`src/rtl/adc_rd_pkg.sv`:
```
package adc_rd_pkg;

  typedef enum logic [1:0] {SQ_IDLE, SQ_FRAME, SQ_REST} seq_t;
  typedef enum logic [1:0] {PT_OFF, PT_DWELL, PT_WAKE} pt_t;

  function automatic int cdiv(input int num, input int den);
    return (num + den - 1) / den;
  endfunction

  function automatic int imax(input int a, input int b);
    return (a > b) ? a : b;
  endfunction

endpackage

```
`src/rtl/adc_rd_edgegen.sv`:
```
module adc_rd_edgegen
  import adc_rd_pkg::*;
#(
  parameter int SETUP_CYC = 2,
  parameter int HALF_CYC  = 10,
  parameter int NFALL     = 16
) (
  input  logic clk,
  input  logic rst,
  input  logic open_i,
  output logic sclk_o,
  output logic fall_o,
  output logic close_o
);
  localparam int CW = $clog2(imax(SETUP_CYC, HALF_CYC) + 1);
  localparam int NW = $clog2(NFALL + 1);
  localparam logic [CW-1:0] SETUP_LAST = CW'(SETUP_CYC - 1);
  localparam logic [CW-1:0] HALF_LAST  = CW'(HALF_CYC - 1);
  localparam logic [NW-1:0] NFALL_V    = NW'(NFALL);

  logic [CW-1:0] cnt_q;
  logic [NW-1:0] nfall_q;
  logic          sclk_q, run_q, setup_q;
  logic          tick;

  always_comb begin
    tick    = run_q && (setup_q ? (cnt_q == SETUP_LAST) : (cnt_q == HALF_LAST));
    fall_o  = tick && (setup_q || sclk_q);
    close_o = tick && !setup_q && !sclk_q && (nfall_q == NFALL_V);
  end

  always_ff @(posedge clk) begin
    if (rst) begin
      cnt_q   <= '0;
      nfall_q <= '0;
      sclk_q  <= 1'b1;
      run_q   <= 1'b0;
      setup_q <= 1'b0;
    end else if (open_i) begin
      cnt_q   <= '0;
      nfall_q <= '0;
      sclk_q  <= 1'b1;
      run_q   <= 1'b1;
      setup_q <= 1'b1;
    end else if (run_q) begin
      if (tick) begin
        cnt_q   <= '0;
        setup_q <= 1'b0;
        if (fall_o) begin
          sclk_q  <= 1'b0;
          nfall_q <= nfall_q + 1'b1;
        end else begin
          sclk_q <= 1'b1;
        end
        if (close_o) run_q <= 1'b0;
      end else begin
        cnt_q <= cnt_q + 1'b1;
      end
    end
  end

  assign sclk_o = sclk_q;

  // outside the setup delay, the falling-edge count stays between 1 and NFALL
  assert_shift_counted_R4: assert property (@(posedge clk) disable iff (rst)
    (run_q && !setup_q) |-> (nfall_q >= NW'(1) && nfall_q <= NFALL_V));

  // with the frame not running, the serial clock is high
  assert_stopped_high_R10: assert property (@(posedge clk) disable iff (rst)
    !run_q |-> sclk_q);

endmodule

```
`src/rtl/adc_rd_shifter.sv`:
```
module adc_rd_shifter #(
  parameter int RES_BITS  = 12,
  parameter int LEAD_BITS = 4
) (
  input  logic                clk,
  input  logic                rst,
  input  logic                shift_i,
  input  logic                bit_i,
  input  logic                load_i,
  output logic [RES_BITS-1:0] data_o,
  output logic                ferr_o,
  output logic                valid_o
);
  localparam int FRAME_BITS = RES_BITS + LEAD_BITS;

  logic [FRAME_BITS-1:0] sr_q;

  always_ff @(posedge clk) begin
    if (rst) sr_q <= '0;
    else if (shift_i) sr_q <= {sr_q[FRAME_BITS-2:0], bit_i};
  end

  always_ff @(posedge clk) begin
    if (rst) begin
      data_o  <= '0;
      ferr_o  <= 1'b0;
      valid_o <= 1'b0;
    end else begin
      valid_o <= load_i;
      if (load_i) begin
        data_o <= sr_q[RES_BITS-1:0];
        ferr_o <= |sr_q[FRAME_BITS-1:RES_BITS];
      end
    end
  end

  // a result is never loaded in the same cycle as a shift
  assert_load_not_shift_R6: assert property (@(posedge clk) disable iff (rst)
    load_i |-> !shift_i);

endmodule

```
`src/rtl/adc_rd_pwrtimer.sv`:
```
module adc_rd_pwrtimer
  import adc_rd_pkg::*;
#(
  parameter int DWELL_CYC = 1480,
  parameter int WAKE_CYC  = 200
) (
  input  logic clk,
  input  logic rst,
  input  logic start_i,
  output logic done_o
);
  localparam int CW = $clog2(imax(DWELL_CYC, WAKE_CYC) + 1);
  localparam logic [CW-1:0] DWELL_LAST = CW'(DWELL_CYC - 1);
  localparam logic [CW-1:0] WAKE_LAST  = CW'(WAKE_CYC - 1);

  pt_t           ph_q;
  logic [CW-1:0] cnt_q;

  assign done_o = (ph_q == PT_WAKE) && (cnt_q == '0);

  always_ff @(posedge clk) begin
    if (rst) begin
      ph_q  <= PT_OFF;
      cnt_q <= '0;
    end else begin
      case (ph_q)
        PT_OFF: begin
          if (start_i) begin
            ph_q  <= PT_DWELL;
            cnt_q <= DWELL_LAST;
          end
        end
        PT_DWELL: begin
          if (cnt_q == '0) begin
            ph_q  <= PT_WAKE;
            cnt_q <= WAKE_LAST;
          end else begin
            cnt_q <= cnt_q - 1'b1;
          end
        end
        PT_WAKE: begin
          if (cnt_q == '0) ph_q <= PT_OFF;
          else cnt_q <= cnt_q - 1'b1;
        end
        default: ph_q <= PT_OFF;
      endcase
    end
  end

  // the sequencer never restarts the timer while it is still counting
  assert_no_restart_R8: assert property (@(posedge clk) disable iff (rst)
    start_i |-> (ph_q == PT_OFF));

endmodule

```
`src/rtl/adc_rd_ctrl.sv`:
```
module adc_rd_ctrl
  import adc_rd_pkg::*;
#(
  parameter int CLK_MHZ   = 200,
  parameter int SCLK_KHZ  = 10000,
  parameter int SETUP_NS  = 10,
  parameter int DWELL_NS  = 7400,
  parameter int WAKE_NS   = 1000,
  parameter int RES_BITS  = 12,
  parameter int LEAD_BITS = 4
) (
  input  logic                clk,
  input  logic                rst,
  input  logic                start_i,
  input  logic                sdata_i,
  output logic                cs_o,
  output logic                sclk_o,
  output logic [RES_BITS-1:0] data_o,
  output logic                valid_o,
  output logic                ferr_o
);
  localparam int SETUP_CYC  = imax(1, cdiv(SETUP_NS * CLK_MHZ, 1000));
  localparam int HALF_CYC   = imax(1, cdiv(CLK_MHZ * 1000, 2 * SCLK_KHZ));
  localparam int DWELL_CYC  = imax(1, cdiv(DWELL_NS * CLK_MHZ, 1000));
  localparam int WAKE_CYC   = imax(1, cdiv(WAKE_NS * CLK_MHZ, 1000));
  localparam int FRAME_BITS = RES_BITS + LEAD_BITS;
  localparam int REST_MIN   = DWELL_CYC + WAKE_CYC + 1;

  seq_t st_q;
  logic cs_q, pend_q;
  logic open_w, fall_w, close_w, done_w;

  assign open_w = (st_q == SQ_IDLE) && (start_i || pend_q);

  always_ff @(posedge clk) begin
    if (rst) begin
      st_q <= SQ_IDLE;
      cs_q <= 1'b0;
    end else begin
      case (st_q)
        SQ_IDLE:  if (open_w) begin st_q <= SQ_FRAME; cs_q <= 1'b1; end
        SQ_FRAME: if (close_w) begin st_q <= SQ_REST; cs_q <= 1'b0; end
        SQ_REST:  if (done_w) st_q <= SQ_IDLE;
        default:  st_q <= SQ_IDLE;
      endcase
    end
  end

  always_ff @(posedge clk) begin
    if (rst) pend_q <= 1'b0;
    else if (open_w) pend_q <= 1'b0;
    else pend_q <= pend_q | start_i;
  end

  adc_rd_edgegen #(
    .SETUP_CYC(SETUP_CYC), .HALF_CYC(HALF_CYC), .NFALL(FRAME_BITS)
  ) u_edge (
    .clk(clk), .rst(rst), .open_i(open_w),
    .sclk_o(sclk_o), .fall_o(fall_w), .close_o(close_w)
  );

  adc_rd_shifter #(
    .RES_BITS(RES_BITS), .LEAD_BITS(LEAD_BITS)
  ) u_shift (
    .clk(clk), .rst(rst), .shift_i(fall_w), .bit_i(sdata_i), .load_i(close_w),
    .data_o(data_o), .ferr_o(ferr_o), .valid_o(valid_o)
  );

  adc_rd_pwrtimer #(
    .DWELL_CYC(DWELL_CYC), .WAKE_CYC(WAKE_CYC)
  ) u_pwr (
    .clk(clk), .rst(rst), .start_i(close_w), .done_o(done_w)
  );

  assign cs_o = cs_q;

  // checker state for the assertions below
  logic        sclk_d, had_frame;
  int unsigned falls_seen, low_run;

  always_ff @(posedge clk) begin
    if (rst) begin
      sclk_d     <= 1'b1;
      had_frame  <= 1'b0;
      falls_seen <= 0;
      low_run    <= 0;
    end else begin
      sclk_d <= sclk_o;
      if (valid_o) had_frame <= 1'b1;
      if (!cs_o) falls_seen <= 0;
      else if (sclk_d && !sclk_o) falls_seen <= falls_seen + 1;
      if (cs_o) low_run <= 0;
      else if (low_run < 32'h7fff_ffff) low_run <= low_run + 1;
    end
  end

  assert_cs_rise_sclk_high_R3: assert property (@(posedge clk) disable iff (rst)
    $rose(cs_o) |-> sclk_o);

  assert_idle_sclk_high_R10: assert property (@(posedge clk) disable iff (rst)
    !cs_o |-> sclk_o);

  assert_valid_at_close_R6: assert property (@(posedge clk) disable iff (rst)
    valid_o |-> $fell(cs_o));

  assert_sixteen_falls_R4: assert property (@(posedge clk) disable iff (rst)
    valid_o |-> (falls_seen == FRAME_BITS));

  assert_rest_gap_R8: assert property (@(posedge clk) disable iff (rst)
    ($rose(cs_o) && had_frame) |-> (low_run >= REST_MIN));

  assert_pending_served_R9: assert property (@(posedge clk) disable iff (rst)
    (pend_q && st_q == SQ_IDLE) |=> cs_o);

endmodule

```
`config.mk`:
```
export PLATFORM = sky130hd
export DESIGN_NAME = adc_rd_ctrl
export DESIGN_NICKNAME = d
export VERILOG_FILES = /design/src/rtl/adc_rd_pkg.sv /design/src/rtl/adc_rd_edgegen.sv /design/src/rtl/adc_rd_shifter.sv /design/src/rtl/adc_rd_pwrtimer.sv /design/src/rtl/adc_rd_ctrl.sv
export SDC_FILE = /design/constraint.sdc
export NUM_CORES = 1
export LEC_CHECK = 0
export ABC_AREA = 1
export BUFFER_PORTS_ARGS = -buffer_cell sky130_fd_sc_hd__buf_4
export CAP_MARGIN = 10
export CORE_ASPECT_RATIO = 0.7
export CORE_UTILIZATION = 45
export CTS_BUF_LIST = sky130_fd_sc_hd__clkbuf_4 sky130_fd_sc_hd__clkbuf_8
export DETAILED_ROUTE_END_ITERATION = 10
export PLACE_DENSITY = 0.66
export SETUP_SLACK_MARGIN = 0.4
export SLEW_MARGIN = 10
export SYNTH_ARGS = -nofsm -noshare
export SYNTH_HDL_FRONTEND = slang
export SYNTH_SLANG_ARGS = --single-unit
```
`constraint.sdc`:
```
create_clock -name clk -period 3.36 [get_ports clk]
set_input_delay 0.168 -clock clk [delete_from_list [all_inputs] [get_ports clk]]
set_output_delay 0.168 -clock clk [all_outputs]
set_load 0.005 [all_outputs]
```
==> metrics.csv, run 1 <==
stage;metric;value;unit
outcome;result of the run;finished clean;
global_routing;initial antenna violation count;0;
route;post-route ant nets;0;
power_and_ir_drop;leak pwr;1.32;nW
timing;Final Critical Period;2.21;ns
timing;WHS;0.0763;ns
power_and_ir_drop;Total Power;1.84;mW
cts;setup fix buffers added after clock tree synthesis;0;
timing;worst slew pin tran;0.918;ns
synthesis;count of unique library cells instantiated by Yosys;30;
cells_and_area;number of standard cells in the final layout excluding fillers;469;
cells_and_area;leading cell type in the layout, fill and taps excluded;sky130_fd_sc_hd__nand2_1;
synthesis;async set-or-reset flop fraction in the synthesized netlist;0;%
synthesis;top cells by area in the synthesized netlist;sky130_fd_sc_hd__dfxtp_1, sky130_fd_sc_hd__nand2_1, sky130_fd_sc_hd__nor2_1;
power_and_ir_drop;power density over the cells;601;mW/mm2
cts;register clock-pin slew on the reported worst setup and hold paths;0.06;ns
cells_and_area;area overhead of the layout relative to synthesis;14.0;%
synthesis;sequential share of the synthesized area;44.0;%
setup_path;CP Data Required Time;3.58;ns
timing;upper clock frequency limit;453;MHz
route;final routed wirelength across all metal layers;5.33;mm
route;vias after detailed routing;2299;
route;DRC Markers;0;
timing;Final Hold Fails;0;
place;last weighted congestion value of the routability-driven placer;0.863;
timing;setup TNS;0;ns
setup_path;critical path data arrival time;2.43;ns
floorplanning;vertical die dimension;66.6;um
timing;worst rel slew slack;38.7;%
route;Detailed Routing Iterations Pass 1;4;
synthesis;Netlist Area Pre-Place;0.00269;mm2
global_routing;global-route wire length before repair;8.73;mm
hold_path;kind of path behind the tightest hold check;input port to flip-flop;
synthesis;YS warnings;0;
timing;final clock skew;0.00386;ns
setup_path;master of the slowest instance on the critical path;sky130_fd_sc_hd__nor2_4;
global_routing;maximum number of pins on one net before global-route repair;36;
synthesis;synthesized area per cell;7.26;um2
place;number of buffers added on ports;19;
global_routing;total global routing overflow;0;
setup_path;Critical Path Max Stage Delay;0.39;ns
global_routing;number of global-route vias before repair;1913;
power_and_ir_drop;Peak VDD IR;449;uV
synthesis;total of flip-flops plus latches after synthesis;59;
synthesis;EDFF count, synth;0;
cells_and_area;number of nets in the layout;402;
cts;clock sink count;59;
cts;root buffer selected by CTS;sky130_fd_sc_hd__clkbuf_8;
cts;number of hold buffers added after cts;0;
cts;clk buf depth;2;
synthesis;Synthesized Nets;383;
cells_and_area;count of inserted antenna diode cells;0;
synthesis;top cell type's share of synthesized area;44.0;%
floorplanning;starting utilization of the core area;46.9;%
setup_path;critical path's most frequent cell;sky130_fd_sc_hd__nor2_4;
route;routed length per instance;11.4;um
cts;TritonCTS buffer count;9;
synthesis;Yosys top cell by area;sky130_fd_sc_hd__dfxtp_1;
cells_and_area;most used cells in the layout excluding fill and tap cells;sky130_fd_sc_hd__nand2_1, sky130_fd_sc_hd__nor2_1, sky130_fd_sc_hd__dfxtp_1, sky130_fd_sc_hd__inv_1, sky130_fd_sc_hd__a21oi_1;
cts;clock latency at the later pin of the worst-skew pair;0.33;ns
floorplanning;I/O Pins;20;
synthesis;cells after synthesis;370;
timing;Tcrit/Tclk final;65.7;%
floorplanning;Rows;23;
setup_path;Startpoint Class;flip-flop;
setup_path;critical path class;flip-flop to flip-flop;
floorplanning;area inside the core boundary;0.00573;mm2
cells_and_area;share of cells above drive strength 1;13.7;%
route;vias per cell;4.90;
timing;final setup violation count;0;
place;placed wire-length estimate after detailed placement;3.73;mm
timing;RSZ-0062 raised after global routing;no;
setup_path;series of cell instances along the critical path;inv_1 > ha_1 > nand2_2 > nor2_4 > nand3_4 > nor2_4 > nor2_2 > nor2_4 > nand2_2 > nor2_1 > nor2_1;
floorplanning;Die Area;0.00628;mm2
setup_path;kind of capture point of the worst setup path;flip-flop;
cts;TritonCTS clock tree;built;
setup_path;largest fanout of any net on the critical path;22;
flow_run;Max Cap Viol;0;
route;detailed router's first-iteration violation count;129;
timing;max-slew violations;0;
floorplanning;Die X-Extent;94.3;um
synthesis;main flop type after synthesis;sky130_fd_sc_hd__dfxtp_1;
global_routing;all-layer global routing usage;18.5;%
cts;CTS resizes;0;
cts;number of levels the H-tree was split into;3;
place;placed cell count;453;
-- through the flow --
stage / cell area (um2) / setup WS (ns) / utilization [%]
final: 3060 / 1.15 / 53.4
after global placement: 2860 / 1.23 / 50.0
after global routing: 3060 / 0.955 / 53.4
after floorplan: 2690 / 1.80 / -
after CTS: 3060 / 1.14 / 53.4
after detailed placement: 2860 / 1.15 / 50.0
-- synthesized netlist by cell type (4+ instances only) --
| cell | count |
|---|---|
| sky130_fd_sc_hd__nand2_1 | 67 |
| sky130_fd_sc_hd__o21ai_0 | 31 |
| sky130_fd_sc_hd__nor2_2 | 4 |
| sky130_fd_sc_hd__clkbuf_1 | 5 |
| sky130_fd_sc_hd__nand3_1 | 13 |
| sky130_fd_sc_hd__dfxtp_1 | 59 |
| sky130_fd_sc_hd__ha_1 | 9 |
| sky130_fd_sc_hd__inv_1 | 42 |
| sky130_fd_sc_hd__o21ai_1 | 6 |
| sky130_fd_sc_hd__nor2_1 | 61 |
| sky130_fd_sc_hd__nand2_2 | 5 |
| sky130_fd_sc_hd__a21oi_1 | 38 |
| sky130_fd_sc_hd__nand4_1 | 4 |
-- sequential cells by signal, summed over array words and instances (netlist names), 2 cells and up --
signal,flops
st_q,2
u_edge.cnt_q,4
u_edge.nfall_q,5
u_pwr.cnt_q,11
u_pwr.ph_q,2
u_shift.data_o,12
u_shift.sr_q,16
-- where the power goes --
| part | switching [mW] | internal, mW |
|---|---|---|
| logic | 0.286 | 0.152 |
| clock network | 0.258 | 0.364 |
| registers | 0.0404 | 0.738 |
-- cell type report --
cell class	count	area [um2]
Clock inverter	1	5.00
Fill cell	553	2670
Inverter	43	161
Multi-Input combinational cell	257	1280
Timing Repair Buffer	19	143
Tap cell	75	93.8
Clock buffer	15	194
Sequential cell	59	1180
-- per-layer routing --
metal  routed length, um  vias up  GRT usage (%)
met3                 311        4           7.31
li1                    -     1218              -
met4                  19        0           5.38
met1                2800     1026           25.8
met2                2210       51           25.7
met5                   0        -              0
-- cell families (layout without fill, tap and decap cells) --
kind of cell               count (synthesis)  in the layout  synth area share [%]
and+or+nand+nor                          164            164                  26.8
AOI/OAI and AO/OA                         80             80                  15.4
DFF                                       59             59                  44.0
buffers and inverters                     54             78                  8.25
adders and majority gates                  9              9                  4.19
xor gates and xnor gates                   4              4                  1.30
-- worst max-delay path: cells and delay by family, from the launching register on --
family | cells | cell delay [ns]
adder cells (fa/ha/maj) | 1 | 0.19
AND/OR/NAND/NOR | 9 | 1.48
flip-flops | 1 | 0.32
buffers and inverters | 1 | 0.09
-- path summary, 6_finish.rpt --
kind                                  startpoint          endpoint  slack [ns]  depth (start not counted)
worst max-delay path             u_edge.cnt_q[1]    u_pwr.cnt_q[7]        1.15                         11
worst min-delay path                     start_i            pend_q        0.08                          3
worst max register to register   u_edge.cnt_q[1]    u_pwr.cnt_q[7]        1.15                         11
worst min register to register  u_shift.sr_q[13]  u_shift.sr_q[14]        0.47                          2
No activity file was read; power rests on OpenSTA's default activity.
==> inputs of run 2 (changes only) <==
==> constraint.sdc (replaced) <==
create_clock -name clk -period 2.05 [get_ports clk]
set_input_delay 0.1025 -clock clk [delete_from_list [all_inputs] [get_ports clk]]
set_output_delay 0.1025 -clock clk [all_outputs]
set_load 0.005 [all_outputs]
==> metrics.csv, run 2 (synthesized netlist as in run 1, its figures left out) <==
stage;metric;value;unit
cells_and_area;fillcell total;543;
timing;worst rel slew slack;68.6;%
global_routing;maximum number of pins on one net before global-route repair;24;
route;detailed router's first-iteration violation count;65;
cts;root buffer selected by CTS;sky130_fd_sc_hd__clkbuf_8;
cts;number of levels the H-tree was split into;3;
setup_path;origin of the critical flop-to-flop path;u_edge.cnt_q[1];
timing;final clock skew;0.0106;ns
floorplanning;I/O Pins;20;
timing;Final Hold Fails;0;
global_routing;met1 Resource Use GR;26.8;%
route;DRC Markers;0;
cells_and_area;most used cells in the layout excluding fill and tap cells;sky130_fd_sc_hd__nand2_1, sky130_fd_sc_hd__dfxtp_1, sky130_fd_sc_hd__nor2_1, sky130_fd_sc_hd__inv_1, sky130_fd_sc_hd__a21oi_1;
power_and_ir_drop;leak pwr;1.42;nW
outcome;result of the run;finished clean;
cells_and_area;share of cells above drive strength 1;19.6;%
cells_and_area;final cell utilization of the core;56.9;%
cells_and_area;area overhead of the layout relative to synthesis;21.3;%
setup_path;critical path's most frequent cell;sky130_fd_sc_hd__nor2_4;
timing;RSZ-0062 raised after global routing;yes;
global_routing;total global routing overflow;0;
place;placed wire-length estimate after detailed placement;3.92;mm
timing;Final Critical Period;1.67;ns
setup_path;Critical Path Max Stage Delay;0.33;ns
floorplanning;vertical die dimension;66.6;um
floorplanning;Die Area;0.00628;mm2
timing;worst slew pin tran;0.469;ns
cts;clk buf depth;2;
cells_and_area;count of inserted antenna diode cells;0;
setup_path;CP Data Required Time;2.30;ns
global_routing;global-route wire length before repair;9.55;mm
place;pre-CTS worst setup slack;0.225;ns
power_and_ir_drop;Peak VDD IR;527;uV
cells_and_area;number of standard cells in the final layout excluding fillers;483;
floorplanning;area inside the core boundary;0.00573;mm2
setup_path;master of the slowest instance on the critical path;sky130_fd_sc_hd__dfxtp_2;
place;number of buffers added on ports;19;
cts;TritonCTS clock tree;built;
power_and_ir_drop;combinational cell fraction of total power;24.8;%
global_routing;M3 GR Usage;7.53;%
setup_path;Startpoint Class;flip-flop;
floorplanning;starting utilization of the core area;46.9;%
timing;Tcrit/Tclk final;81.6;%
power_and_ir_drop;Sequential Power Share;39.1;%
route;vias per cell;4.88;
setup_path;largest fanout of any net on the critical path;7;
power_and_ir_drop;Cell Int Power;2.20;mW
setup_path;origin of the worst setup path;u_edge.cnt_q[1];
global_routing;initial antenna violation count;0;
setup_path;critical path class;flip-flop to flip-flop;
cts;TritonCTS buffer count;9;
cells_and_area;top flop regs;u_shift.sr_q (16), u_shift.data_o (12), u_pwr.cnt_q (11);
cells_and_area;leading cell type in the layout, fill and taps excluded;sky130_fd_sc_hd__nand2_1;
power_and_ir_drop;share of power burned in the clock network;36.1;%
global_routing;all-layer global routing usage;20.3;%
hold_path;hold path start;rst;
global_routing;met2 track demand over resource;29.9;%
cts;register clock-pin slew on the reported worst setup and hold paths;0.07;ns
hold_path;kind of path behind the tightest hold check;input port to flip-flop;
timing;upper clock frequency limit;598;MHz
cells_and_area;flip-flop count of the largest register, all copies and words added;16;
setup_path;critical path data arrival time;1.92;ns
route;vias after detailed routing;2355;
timing;worst path setup slack after routing;0.377;ns
timing;final setup violation count;0;
timing;setup TNS;0;ns
setup_path;series of cell instances along the critical path;inv_2 > ha_4 > nand2_2 > nor2_4 > nand3_4 > nor2_4 > nor2_2 > nor2_4 > buf_4 > nand3_1 > nand2_1 > nor2_1;
setup_path;Buffers & Inverters on Critical Path;2;
cells_and_area;number of nets in the layout;416;
route;final routed wirelength across all metal layers;5.73;mm
flow_run;Max Cap Viol;0;
power_and_ir_drop;switching share of power;32.5;%
cells_and_area;largest register by flop count;u_shift.sr_q;
setup_path;cell class contributing the biggest share of worst-path delay;simple AND/OR/NAND/NOR gates;
global_routing;number of global-route vias before repair;2135;
route;routed length per instance;11.9;um
power_and_ir_drop;switching pwr;1.06;mW
place;placed cell count;459;
floorplanning;Rows;23;
global_routing;most heavily used metal layer in global routing;met2;
power_and_ir_drop;power density over the cells;999;mW/mm2
route;post-route ant nets;0;
place;last weighted congestion value of the routability-driven placer;0.852;
cts;clock latency at the later pin of the worst-skew pair;0.35;ns
cts;clock sink count;59;
floorplanning;Die X-Extent;94.3;um
power_and_ir_drop;Total Power;3.25;mW
setup_path;kind of capture point of the worst setup path;flip-flop;
timing;max-slew violations;0;
route;Detailed Routing Iterations Pass 1;5;
-- run 2: path summary, 6_finish.rpt --
kind / end / slack [ns] / cells after the start
worst max-delay path: u_pwr.cnt_q[5] / 0.38 / 12
worst min-delay path: u_shift.sr_q[15] / 0.05 / 2
worst max register to register: u_pwr.cnt_q[5] / 0.38 / 12
worst min register to register: cs_o / 0.46 / 2
-- run 2: power by group through the flow --
stage	clock, mW	combinational (mW)	sequential [mW]
after floorplan	0	0.597	1.28
after global placement	0	0.721	1.29
after detailed placement	0	0.730	1.29
after CTS	1.20	0.754	1.27
after global routing	1.26	0.922	1.28
final	1.18	0.808	1.27
-- run 2: timing repair --
action / CTS / global route
hold buffers: 1 / 0
gates resized for setup: 0 / 21
pin swaps: 1 / 6
cloned: 0 / 0
endpoints found under the hold margin: 1 / 0
endpoints found under the setup margin: 11 / 38
setup buffers: 3 / 4
-- run 2: per-layer routing --
| layer | part of all wire (%) | vias up |
|---|---|---|
| li1 | - | 1246 |
| met1 | 53 | 1058 |
| met2 | 41 | 39 |
| met3 | 4.4 | 12 |
| met4 | 1.7 | 0 |
| met5 | 0 | - |
-- run 2: final cells by class --
class	instances	area, um2	share of cell area (%)
clock buffer	9	124	3.80
tap	75	93.8	2.88
clock inverter	7	101	3.11
timing repair buffer	33	254	7.80
sequential	59	1180	36.4
inverter	43	161	4.95
multi-input combinational	257	1340	41.1
-- run 2: stage by stage --
stage / cell area [um2] / hold slack [ns]
floorplan: 2690 / 0.172
detailed placement: 2910 / 0.338
global placement: 2910 / 0.329
global route: 3260 / 0.0450
CTS: 3160 / 0.0321
finish: 3260 / 0.0466
